==> src/rtl/atomic_pic_pkg.sv <==
package atomic_pic_pkg;
   localparam int WORD_W    = 32;
   localparam int MAX_LINES = 15;
   localparam int GIE_BIT   = 31;
   localparam int EN_LSB    = 16;
   localparam int ANY_BIT   = 15;
   localparam int PEND_LSB  = 0;

   function automatic logic [WORD_W-1:0] pack_word(
      input logic                 gie,
      input logic [MAX_LINES-1:0] en,
      input logic                 any,
      input logic [MAX_LINES-1:0] pend);
      return {gie, en, any, pend};
   endfunction
endpackage

==> src/rtl/atomic_pic_wdec.sv <==
module atomic_pic_wdec
   import atomic_pic_pkg::*;
#(
   parameter int NUM_LINES = 15
) (
   input  logic                  wr_en_i,
   input  logic [WORD_W-1:0]     wr_data_i,
   output logic                  gie_load_o,
   output logic                  gie_val_o,
   output logic [NUM_LINES-1:0]  en_set_o,
   output logic [NUM_LINES-1:0]  en_clr_o,
   output logic [NUM_LINES-1:0]  ack_o
);
   logic [NUM_LINES-1:0] field_en;
   logic                 unused_word_bits;

   assign field_en   = wr_data_i[EN_LSB +: NUM_LINES];
   assign gie_load_o = wr_en_i;
   assign gie_val_o  = wr_data_i[GIE_BIT];

   always_comb begin
      en_set_o = '0;
      en_clr_o = '0;
      ack_o    = '0;
      if (wr_en_i) begin
         ack_o = wr_data_i[PEND_LSB +: NUM_LINES];
         if (wr_data_i[GIE_BIT]) en_set_o = field_en;
         else                    en_clr_o = field_en;
      end
   end

   // bit 15 and field bits of absent lines carry no meaning on write
   assign unused_word_bits = &{1'b0, wr_data_i};
endmodule

==> src/rtl/atomic_pic_cell.sv <==
module atomic_pic_cell (
   input  logic clk,
   input  logic rst_n,
   input  logic src_i,
   input  logic ack_i,
   input  logic en_set_i,
   input  logic en_clr_i,
   output logic pend_o,
   output logic en_o,
   output logic hit_o
);
   always_ff @(posedge clk or negedge rst_n) begin
      if (!rst_n)      pend_o <= 1'b0;
      else if (src_i)  pend_o <= 1'b1;
      else if (ack_i)  pend_o <= 1'b0;
   end

   always_ff @(posedge clk or negedge rst_n) begin
      if (!rst_n)         en_o <= 1'b0;
      else if (en_set_i)  en_o <= 1'b1;
      else if (en_clr_i)  en_o <= 1'b0;
   end

   assign hit_o = pend_o & en_o;
endmodule

==> src/rtl/atomic_pic.sv <==
module atomic_pic
   import atomic_pic_pkg::*;
#(
   parameter int NUM_LINES = 15
) (
   input  logic                 clk,
   input  logic                 rst_n,
   input  logic [NUM_LINES-1:0] src_i,
   input  logic                 wr_en_i,
   input  logic [31:0]          wr_data_i,
   input  logic                 rd_en_i,
   output logic [31:0]          rd_data_o,
   output logic                 irq_o
);
   if (NUM_LINES < 1 || NUM_LINES > MAX_LINES) begin : g_bad_lines
      $error("atomic_pic: NUM_LINES must lie in 1..15");
   end

   logic                 gie_load, gie_val, gie_q;
   logic [NUM_LINES-1:0] en_set, en_clr, ack;
   logic [NUM_LINES-1:0] en_q, act_q, hit;
   logic                 any_hit;
   logic [MAX_LINES-1:0] en_word, act_word;

   atomic_pic_wdec #(.NUM_LINES(NUM_LINES)) u_wdec (
      .wr_en_i    (wr_en_i),
      .wr_data_i  (wr_data_i),
      .gie_load_o (gie_load),
      .gie_val_o  (gie_val),
      .en_set_o   (en_set),
      .en_clr_o   (en_clr),
      .ack_o      (ack)
   );

   for (genvar i = 0; i < NUM_LINES; i++) begin : g_line
      atomic_pic_cell u_cell (
         .clk      (clk),
         .rst_n    (rst_n),
         .src_i    (src_i[i]),
         .ack_i    (ack[i]),
         .en_set_i (en_set[i]),
         .en_clr_i (en_clr[i]),
         .pend_o   (act_q[i]),
         .en_o     (en_q[i]),
         .hit_o    (hit[i])
      );
   end

   always_ff @(posedge clk or negedge rst_n) begin
      if (!rst_n)        gie_q <= 1'b0;
      else if (gie_load) gie_q <= gie_val;
   end

   assign any_hit = |hit;
   assign irq_o   = gie_q & any_hit;

   if (NUM_LINES == MAX_LINES) begin : g_full
      assign en_word  = en_q;
      assign act_word = act_q;
   end else begin : g_padded
      assign en_word  = {{(MAX_LINES-NUM_LINES){1'b0}}, en_q};
      assign act_word = {{(MAX_LINES-NUM_LINES){1'b0}}, act_q};
   end

   always_ff @(posedge clk or negedge rst_n) begin
      if (!rst_n)       rd_data_o <= '0;
      else if (rd_en_i) rd_data_o <= pack_word(gie_q, en_word, any_hit, act_word);
   end
endmodule

==> config.mk <==
export PLATFORM = sky130hd
export DESIGN_NAME = atomic_pic
export DESIGN_NICKNAME = d
export VERILOG_FILES = /design/src/rtl/atomic_pic_pkg.sv /design/src/rtl/atomic_pic_wdec.sv /design/src/rtl/atomic_pic_cell.sv /design/src/rtl/atomic_pic.sv
export SDC_FILE = /design/constraint.sdc
export NUM_CORES = 1
export LEC_CHECK = 0
export BUFFER_PORTS_ARGS = -buffer_cell sky130_fd_sc_hd__clkbuf_2
export CAP_MARGIN = 20
export CORE_MARGIN = 3
export CORE_UTILIZATION = 40
export DETAILED_ROUTE_END_ITERATION = 12
export PLACE_DENSITY = 0.76
export SYNTH_ARGS = -nofsm -noshare
export SYNTH_HDL_FRONTEND = slang
export SYNTH_HIERARCHICAL = 1
export SYNTH_SLANG_ARGS = --single-unit
==> constraint.sdc <==
create_clock -name clk -period 1.25 [get_ports clk]
set_clock_uncertainty 0.1 [all_clocks]
set_input_delay 0.0625 -clock clk [delete_from_list [all_inputs] [get_ports clk]]
set_output_delay 0.0625 -clock clk [all_outputs]
set_load 0.05 [all_outputs]
== Yosys cells after proc, flatten, opt, wreduce, memory -nomap -nowiden ==
Cells that the tools add are included.

* Bitwise logic cells: 16
* Reductions and logical operators: 31
* Muxes and demuxes: 65

{| class="wikitable"
|+ Operator list
! kind !! count
|-
| 2-to-1 mux 15 bit || 5
|-
| 2-to-1 mux 1 bit || 60
|-
| nonzero test 2 bit || 30
|-
| bitwise AND 1 bit || 16
|-
| OR reduction 15 bit || 1
|}

* Output and inout port bits: 33
* Input port bits: 51
* Logic and storage cells: 144
* Bits in registers: 63

== Logic depth before layout (Yosys ltp) ==
Gate-level depths: netlist (run 1).

* Word-level depth: 4
* Mapped depth: 4
* Depth with buffers taken out: 4

== Cells and area by module ==
Netlist (run 1), hierarchy kept.

{| class="wikitable"
|+ Modules (own cells, without submodules)
! module !! cells each !! instances !! sequential area each (um^2) !! area each (um^2)
|-
| atomic_pic || 76 || 1 || 825.8 || 1,296.2
|-
| atomic_pic_cell || 7 || 15 || 50.0 || 78.8
|-
| atomic_pic_wdec || 54 || 1 || 0.0 || 387.9
|}

== Worst setup path after synthesis (run 1) ==
No wires, ideal clock.

* Kind: flip-flop to flip-flop
* From: register g_line[8].u_cell.pend_o
* To: register rd_data_o[15]
* Setup time: 0.125 ns
* Cell stages (with the launch flop): 5
* Buffers on the path: 0
* Period minus slack after synthesis: 1.363 ns
* Path slack: -0.113 ns
* Required time: 1.025 ns
* Arrival time: 1.137 ns
* Path through: dfrtp_1 and2_1 nor4_2 nand4_1 mux2_4

* Word-level cells in the longest chain between the ends: 2

{| class="wikitable"
|+ Ends and longest elaborated chain
! what !! line !! RTL
|-
| start: declaration || atomic_pic_cell.sv:8 || <nowiki>output logic pend_o,</nowiki>
|-
| start signal: assignment || atomic_pic_cell.sv:13 || <nowiki>if (!rst_n) pend_o <= 1'b0;</nowiki>
|-
| start signal: assignment || atomic_pic_cell.sv:14 || <nowiki>else if (src_i) pend_o <= 1'b1;</nowiki>
|-
| start signal: assignment || atomic_pic_cell.sv:15 || <nowiki>else if (ack_i) pend_o <= 1'b0;</nowiki>
|-
| bitwise AND 1 bit || atomic_pic_cell.sv:24 || <nowiki>assign hit_o = pend_o & en_o;</nowiki>
|-
| net hit[8] || atomic_pic.sv:21 || <nowiki>logic [NUM_LINES-1:0] en_q, act_q, hit;</nowiki>
|-
| OR reduction 15 bit || atomic_pic.sv:54 || <nowiki>assign any_hit = |hit;</nowiki>
|-
| end signal: assignment || atomic_pic.sv:67 || <nowiki>else if (rd_en_i) rd_data_o <= pack_word(gie_q, en_word, any_hit, act_word);</nowiki>
|-
| end: declaration || atomic_pic.sv:12 || <nowiki>output logic [31:0] rd_data_o,</nowiki>
|}

The timed path passes the listed nets, and every way through them passes these cells.
A chain may end at the register's enable or synchronous reset.

== Worst setup path after layout (run 1) ==
* From: register g_line[11].u_cell.en_o
* To: output irq_o

* Word-level cells in the longest chain between the ends: 3

{| class="wikitable"
|+ Ends and longest elaborated chain
! what !! line !! RTL
|-
| start: declaration || atomic_pic_cell.sv:9 || <nowiki>output logic en_o,</nowiki>
|-
| start signal: assignment || atomic_pic_cell.sv:19 || <nowiki>if (!rst_n) en_o <= 1'b0;</nowiki>
|-
| start signal: assignment || atomic_pic_cell.sv:20 || <nowiki>else if (en_set_i) en_o <= 1'b1;</nowiki>
|-
| start signal: assignment || atomic_pic_cell.sv:21 || <nowiki>else if (en_clr_i) en_o <= 1'b0;</nowiki>
|-
| bitwise AND 1 bit || atomic_pic_cell.sv:24 ||
|-
| net hit[11] || atomic_pic.sv:21 ||
|-
| OR reduction 15 bit || atomic_pic.sv:54 ||
|-
| bitwise AND 1 bit || atomic_pic.sv:55 || <nowiki>assign irq_o = gie_q & any_hit;</nowiki>
|-
| end: declaration || atomic_pic.sv:13 || <nowiki>output logic irq_o</nowiki>
|}

The timed path passes the listed nets, and every way through them passes these cells.

==> results of run 1 <==
[stage by stage]
stage,hold slack [ps],std cells
after floorplan,-333.1,235
after global placement,-0.4027,430
after detailed placement,2.805,430
after CTS,0.8321,479
after global routing,35.95,482
final,20.96,482
[worst min-delay path by stage]
stage	startpoint	endpoint	slack, ps	depth (start not counted)
after global routing	wr_data_i[8]	g_line[8].u_cell/pend_o	40	4
final	wr_data_i[12]	g_line[12].u_cell/pend_o	20	4
after CTS	wr_data_i[3]	g_line[3].u_cell/pend_o	0.8	4
after floorplan	rst_n	g_line[0].u_cell/en_o	-330	0
after detailed placement	rst_n	g_line[5].u_cell/pend_o	3	2
after global placement	rst_n	rd_data_o[5]	-0.4	2
[critical path, stage by stage (launching register included)]
cell and delay [ps]:
dfrtp_1 370, and2_4 160, nor4_4 320, nand4_1 160, and2_4 200, clkbuf_16 160
[flip-flops by register name (all words and copies together) (netlist names)]
signal	count
g_line.u_cell/en_o	15
g_line.u_cell/pend_o	15
gie_q	1
rd_data_o	32
[cell families (layout without fill, tap and decap cells)]
| kind of cell | after synthesis | count (layout) |
|---|---|---|
| muxes | 33 | 33 |
| AOI/OAI and AO/OA | 30 | 30 |
| and+or+nand+nor | 66 | 66 |
| DFF | 63 | 63 |
| buffers and inverters | 43 | 194 |
[per-layer routing]
metal  share of wire  GRT usage
met1            0.43     0.2011
met2            0.51     0.2742
met3           0.054    0.04583
met4           0.011    0.05740
met5               0          0
[power groups by stage]
stage / logic, W / registers (W) / clock network, W
after global routing: 0.00178 / 0.00247 / 0.00173
final: 0.00167 / 0.00244 / 0.00161
after detailed placement: 0.00153 / 0.00248 / 0
after CTS: 0.00167 / 0.00244 / 0.00165
after global placement: 0.00151 / 0.00246 / 0
after floorplan: 0.000446 / 0.00301 / 0
[final cells by class]
class	instances	area (um2)
timing repair buffer	149	1051
inverter	30	112.6
multi-input combinational	129	1117
sequential	63	1577
tap	96	120.1
clock buffer	15	176.4
fill	582	2715
[synthesized netlist by cell type]
cell type  count  area (um2)
and2_2         1       7.510
clkbuf_2       5       25.02
inv_1         30       112.6
nor4_2         3       37.54
buf_2          3       15.01
buf_6          3       33.78
mux2_1         2       22.52
and2_1        30       187.7
a21o_1        30       225.2
and3b_1        2       17.52
and3b_2       13       130.1
mux2_4         1       15.01
buf_4          2       15.01
nor3_1         1       5.000
and3_1        13       81.33
and3_2         2       15.01
mux2_2        30       337.8
dfrtp_1       63        1577
nand4_1        1       6.260
[repair_timing]
action,CTS,global route
resized for setup,10,0
setup endpoints to repair,2,2
hold buffers,32,0
hold endpoints to repair,93,0
setup buffers,11,3
pin swaps,5,7
==> flow_summary.toml, run 1 <==
[setup_path]
worst-r2r-cell-count = 5
startpoint_type = "register"
cp.required_ps = 1090
path_max_fanout = 2
arrival_ps = 1710
endpoint = "irq_o"
reg2reg_slack_ps = -370
critPathLaunch = "g_line[11].u_cell/en_o"
worst_setup_path_end_kind = "output port"
r2r_start = "g_line[11].u_cell/en_o"
rr_endpoint = "rd_data_o[15]"
timing_worst_setup_path_type = "register to output port"

[place]
gp_congestion = 0.7287
place_ws_ps = -431.4
io_buffers = 82
dpl-instance-area_um2 = 3571
dp_hpwl_um = 4061

[cells_and_area]
area_growth_pct = 44.91
fin_nets = 433
final_cell_mix = "clkbuf_2 (80), dfrtp_1 (63), dlygate4sd3_1 (32), buf_4 (32)"
final_util = 0.6047
n_antenna_cell = 0
drive_above_1_share = 0.4741
final_common_cell = "clkbuf_2"
fin_area_um2 = 4154

[detailed_routing]
finalWirelength_um = 6296
drt_iter0_drc = 43
postRouteAntennaNets = 0
vias_per_cell = 4.587
wl_per_cell_um = 13.06
drc = 0
vias = 2211
firstDrtPassIters = 4

[clock_tree]
cts_tree = "yes"
insertion_delay_ps = 330
max-clock-path-buffers = 2
htreeDepth = 3
root_buffer = "clkbuf_8"
cts_made_buffers = 9
clock_sinks = 63
clk_pin_slew_ps = 70

[sta]
setup_viol = 2
hold_viol_final = 0
rsz0062_at_grt = "true"
tightestPinTransition_ps = 496.9
period_share = 1.494
max_freq_mhz = 535.4
min_period_ps = 1868
fin_setup_tns_ps = -989.1
timing.final.ws_setup_ps = -617.9
slew_violations = 0
relSlewSlack = 0.6687

[synthesis]
synth_xor_area_frac = 0
syn-num-nets = 286
synth_mux_area_frac = 0.1309
seq_area_frac_synth = 0.5500
postSynthAreaPerCell_um2 = 12.20
yosysUniqueCellTypes = 19
ys.warnings.count = 6
netlist_area_um2 = 2866
synth_top_family_by_area = "simple AND/OR/NAND/NOR gates"
synthAdderAreaFrac = 0
synth-simple-area-share = 0.1702
synthCells = 235
synth_seq_cells = 63
synth_compound_area_frac = 0.07857

[power_and_ir_drop]
power_frac_seq = 0.427
power.internal_w = 0.003877
leakage_nw = 2.047
powerDensity_nw_per_um2 = 1375
power_w = 0.005713
power.switching_w = 0.001836
p_comb_frac = 0.291
swShare = 0.3214
peakVddDrop_uv = 902.2
pwr-share-clk = 0.281

[status]
violations = "setup timing"
outcome = "finished with violations"

[floorplan]
core_area_um2 = 6869
ioPinCount = 84
start_util = 0.4173
die_w_um = 90.66
die_area_um2 = 8218
row_count = 30
die_h_um = 90.66

[min_path]
hold_class = "input pin to register"

[global_routing]
grt_pass1_wl_um = 10520
grt-ovfl-total = 0
grt_pass1_vias = 2157
grt_usage = 0.1633
antenna_found_initial = 0
grt_max_degree = 64

[job]
drv_cap = 0
No activity file was read; power rests on OpenSTA's default activity.
==> run 2, diff against run 1 <==
Settings changed: PLACE_DENSITY 0.76 to 0.77, SYNTH_HIERARCHICAL 1 to not set.
==> run 2 against run 1 <==
The flow still finishes with violations (setup timing). Global-route usage grew 1.6 points. Register-to-register slack gained 20 ps. Maximum frequency grew 3.3%. Critical path depth is the same. Non-clock buffer count grew 8. Final cell count shrank 14%. Critical path type unchanged. Critical endpoint unchanged. Largest power group unchanged.
==> flow_summary.toml, run 2 <==
[cells_and_area]
n_antenna_cell = 0
drive_above_1_share = 0.5280
largest-register = "rd_data_o"
final_common_cell = "clkbuf_2"
fin_area_um2 = 3889
final_cell_count_no_fill = 414
largest_registers = "rd_data_o: 32 flops, g_line.u_cell.en_o: 15 flops, g_line.u_cell.pend_o: 15 flops"
area_growth_pct = 57.13
final_cell_mix = "clkbuf_2 (80), dfrtp_1 (63), mux2_2 (47)"
fillCellCount = 451
fin_nets = 385
largest_reg_flops = 32

[global_routing]
grt-ovfl-total = 0
antenna_found_initial = 0
grt_usage = 0.1790
grt_pass1_wl_um = 9977
grt_max_degree = 64
grt_pass1_vias = 2088

[synthesis]
netlist_top_cells_count = "dfrtp_1 (63), mux2_2 (47), nand2_1 (30)"
netlist_area_um2 = 2475
synth_seq_cells = 63
synth_top_area_frac = 0.6370
synthTopCellsByArea = "dfrtp_1 (64%), mux2_2 (21%), a21o_1 (4.6%)"
synth_edf_count = 0
seq_area_frac_synth = 0.6370
synthCells = 174
netlist.top_cell.by_area = "dfrtp_1"
syn-num-nets = 225
yosysUniqueCellTypes = 13
postSynthAreaPerCell_um2 = 14.22
synthFlopType = "dfrtp_1"
ys.warnings.count = 0
synthArstFlopShare = 1.000
synth.most_common_cell = "dfrtp_1"

[power_and_ir_drop]
power_w = 0.005744
powerDensity_nw_per_um2 = 1477
peakVddDrop_uv = 828.2
leakage_nw = 1.811

[sta]
min_period_ps = 1808
timing.final.ws_setup_ps = -557.9
setup_viol = 2
max_freq_mhz = 553.1
fin_setup_tns_ps = -905.5
hold_viol_final = 0
tightestPinTransition_ps = 328.8
slew_violations = 0
relSlewSlack = 0.7808
rsz0062_at_grt = "true"
period_share = 1.446

[setup_path]
path_max_fanout = 2
arrival_ps = 1650
cp.required_ps = 1090
timing_worst_setup_path_type = "register to output port"
startpoint_type = "register"
cp_cell_sequence = "a22o_1, a221oi_2, and4_4, nor2b_4, buf_8"
slowest_stage = "dfrtp_1"
cpPeakStageDelay_ps = 380
worst_setup_path_end_kind = "output port"

[place]
gp_congestion = 0.7525
dp_hpwl_um = 3603
dpl-instance-area_um2 = 3181
place_ws_ps = -326.8
io_buffers = 82
dp.cells = 349

[floorplan]
ioPinCount = 84
die_w_um = 84.66
start_util = 0.4155
core_area_um2 = 5956
row_count = 28
die_h_um = 84.66
die_area_um2 = 7167

[detailed_routing]
vias_per_cell = 4.662
vias = 1930
drt_iter0_drc = 66
drc = 0
firstDrtPassIters = 4
postRouteAntennaNets = 0
wl_per_cell_um = 14.46
finalWirelength_um = 5987

[job]
drv_cap = 0

[min_path]
hold_class = "input pin to register"

[clock_tree]
cts_tree = "yes"
htreeDepth = 3
insertion_delay_ps = 320
clk_pin_slew_ps = 70
clock_sinks = 63
cts_made_buffers = 9
max-clock-path-buffers = 2
root_buffer = "clkbuf_8"

[status]
violations = "setup timing"
outcome = "finished with violations"
==> run 2: cell types whose count changed in the layout (fill, tap and decap cells not counted), sizes merged, moves of 2 or more <==
cell	before	now
mux2	33	47
and3	15	0
buf	36	31
nor4	3	0
a221oi	0	3
a21o	30	15
nand2	0	30
a22o	0	3
inv	30	0
dlygate4sd3	32	46
clkinv	0	2
and2	31	0
clkbuf	96	93
and3b	15	0
==> run 2: repair_timing <==
action,CTS,global route
resized for setup,5,1
hold endpoints to repair,93,0
setup buffers,2,1
hold buffers,46,0
endpoints found under the setup margin,2,2
pin swaps,1,2
==> run 2: logic make-up (layout without fill, tap and decap cells) <==
family                 after synthesis  count (layout)  synth area share
AOI/OAI and AO/OA                   23              23           0.08038
buffers and inverters                8             173           0.01567
DFF                                 63              63            0.6370
muxes                               47              47            0.2139
and+or+nand+nor                     33              33           0.05309
==> run 2: metal layers <==
| layer | part of all wire | global-route usage | up-vias | wire length, um |
|---|---|---|---|---|
| met3 | 0.043 | 0.03631 | 7 | 257 |
| li1 | - | - | 935 | - |
| met5 | 0 | 0 | - | 0 |
| met2 | 0.50 | 0.3046 | 52 | 2996 |
| met1 | 0.44 | 0.2284 | 936 | 2660 |
| met4 | 0.012 | 0.06043 | 0 | 72 |
==> run 2: report_power, final <==
| group | switching [W] | internal (W) | leakage, nW |
|---|---|---|---|
| Combinational | 0.000884 | 0.000605 | 1.02 |
| Clock | 0.000726 | 0.00108 | 0.109 |
| Sequential | 0.000153 | 0.00230 | 0.686 |
==> run 2: critical path: cells and delay by family (launching register included) <==
kind	cells	cell delay [ps]
buf+inv	1	140
flops	1	380
compound gates	2	470
simple gates	2	340
==> run 2: layout make-up <==
| class | instances | area (um2) | share of cell area |
|---|---|---|---|
| Timing Repair Buffer | 157 | 1136 | 0.2921 |
| Sequential cell | 63 | 1577 | 0.4054 |
| Clock inverter | 3 | 40.04 | 0.01030 |
| Multi-Input combinational cell | 103 | 873.3 | 0.2246 |
| Clock buffer | 13 | 168.9 | 0.04344 |
| Tap cell | 75 | 93.84 | 0.02413 |
==> run 2: path summary, 6_finish.rpt <==
kind                            endpoint  cells after the start                    start  slack [ps]
min in group asynchronous  rd_data_o[26]                      3                    rst_n         180
min                        rd_data_o[15]                      3                  rd_en_i         100
min reg2reg                rd_data_o[23]                      1            rd_data_o[23]         410
max                                irq_o                      5  g_line[1].u_cell.pend_o        -560
max reg2reg                rd_data_o[15]                      6  g_line[1].u_cell.pend_o        -350
max in group asynchronous  rd_data_o[27]                      3                    rst_n         610
==> run 2: through the flow <==
stage / util / hold WS [ps]
floorplan: - / -333.1
global placement: 0.5340 / -2.122
detailed placement: 0.5340 / 0.3645
CTS: 0.6515 / 81.24
global route: 0.6529 / 116.0
finish: 0.6529 / 97.33
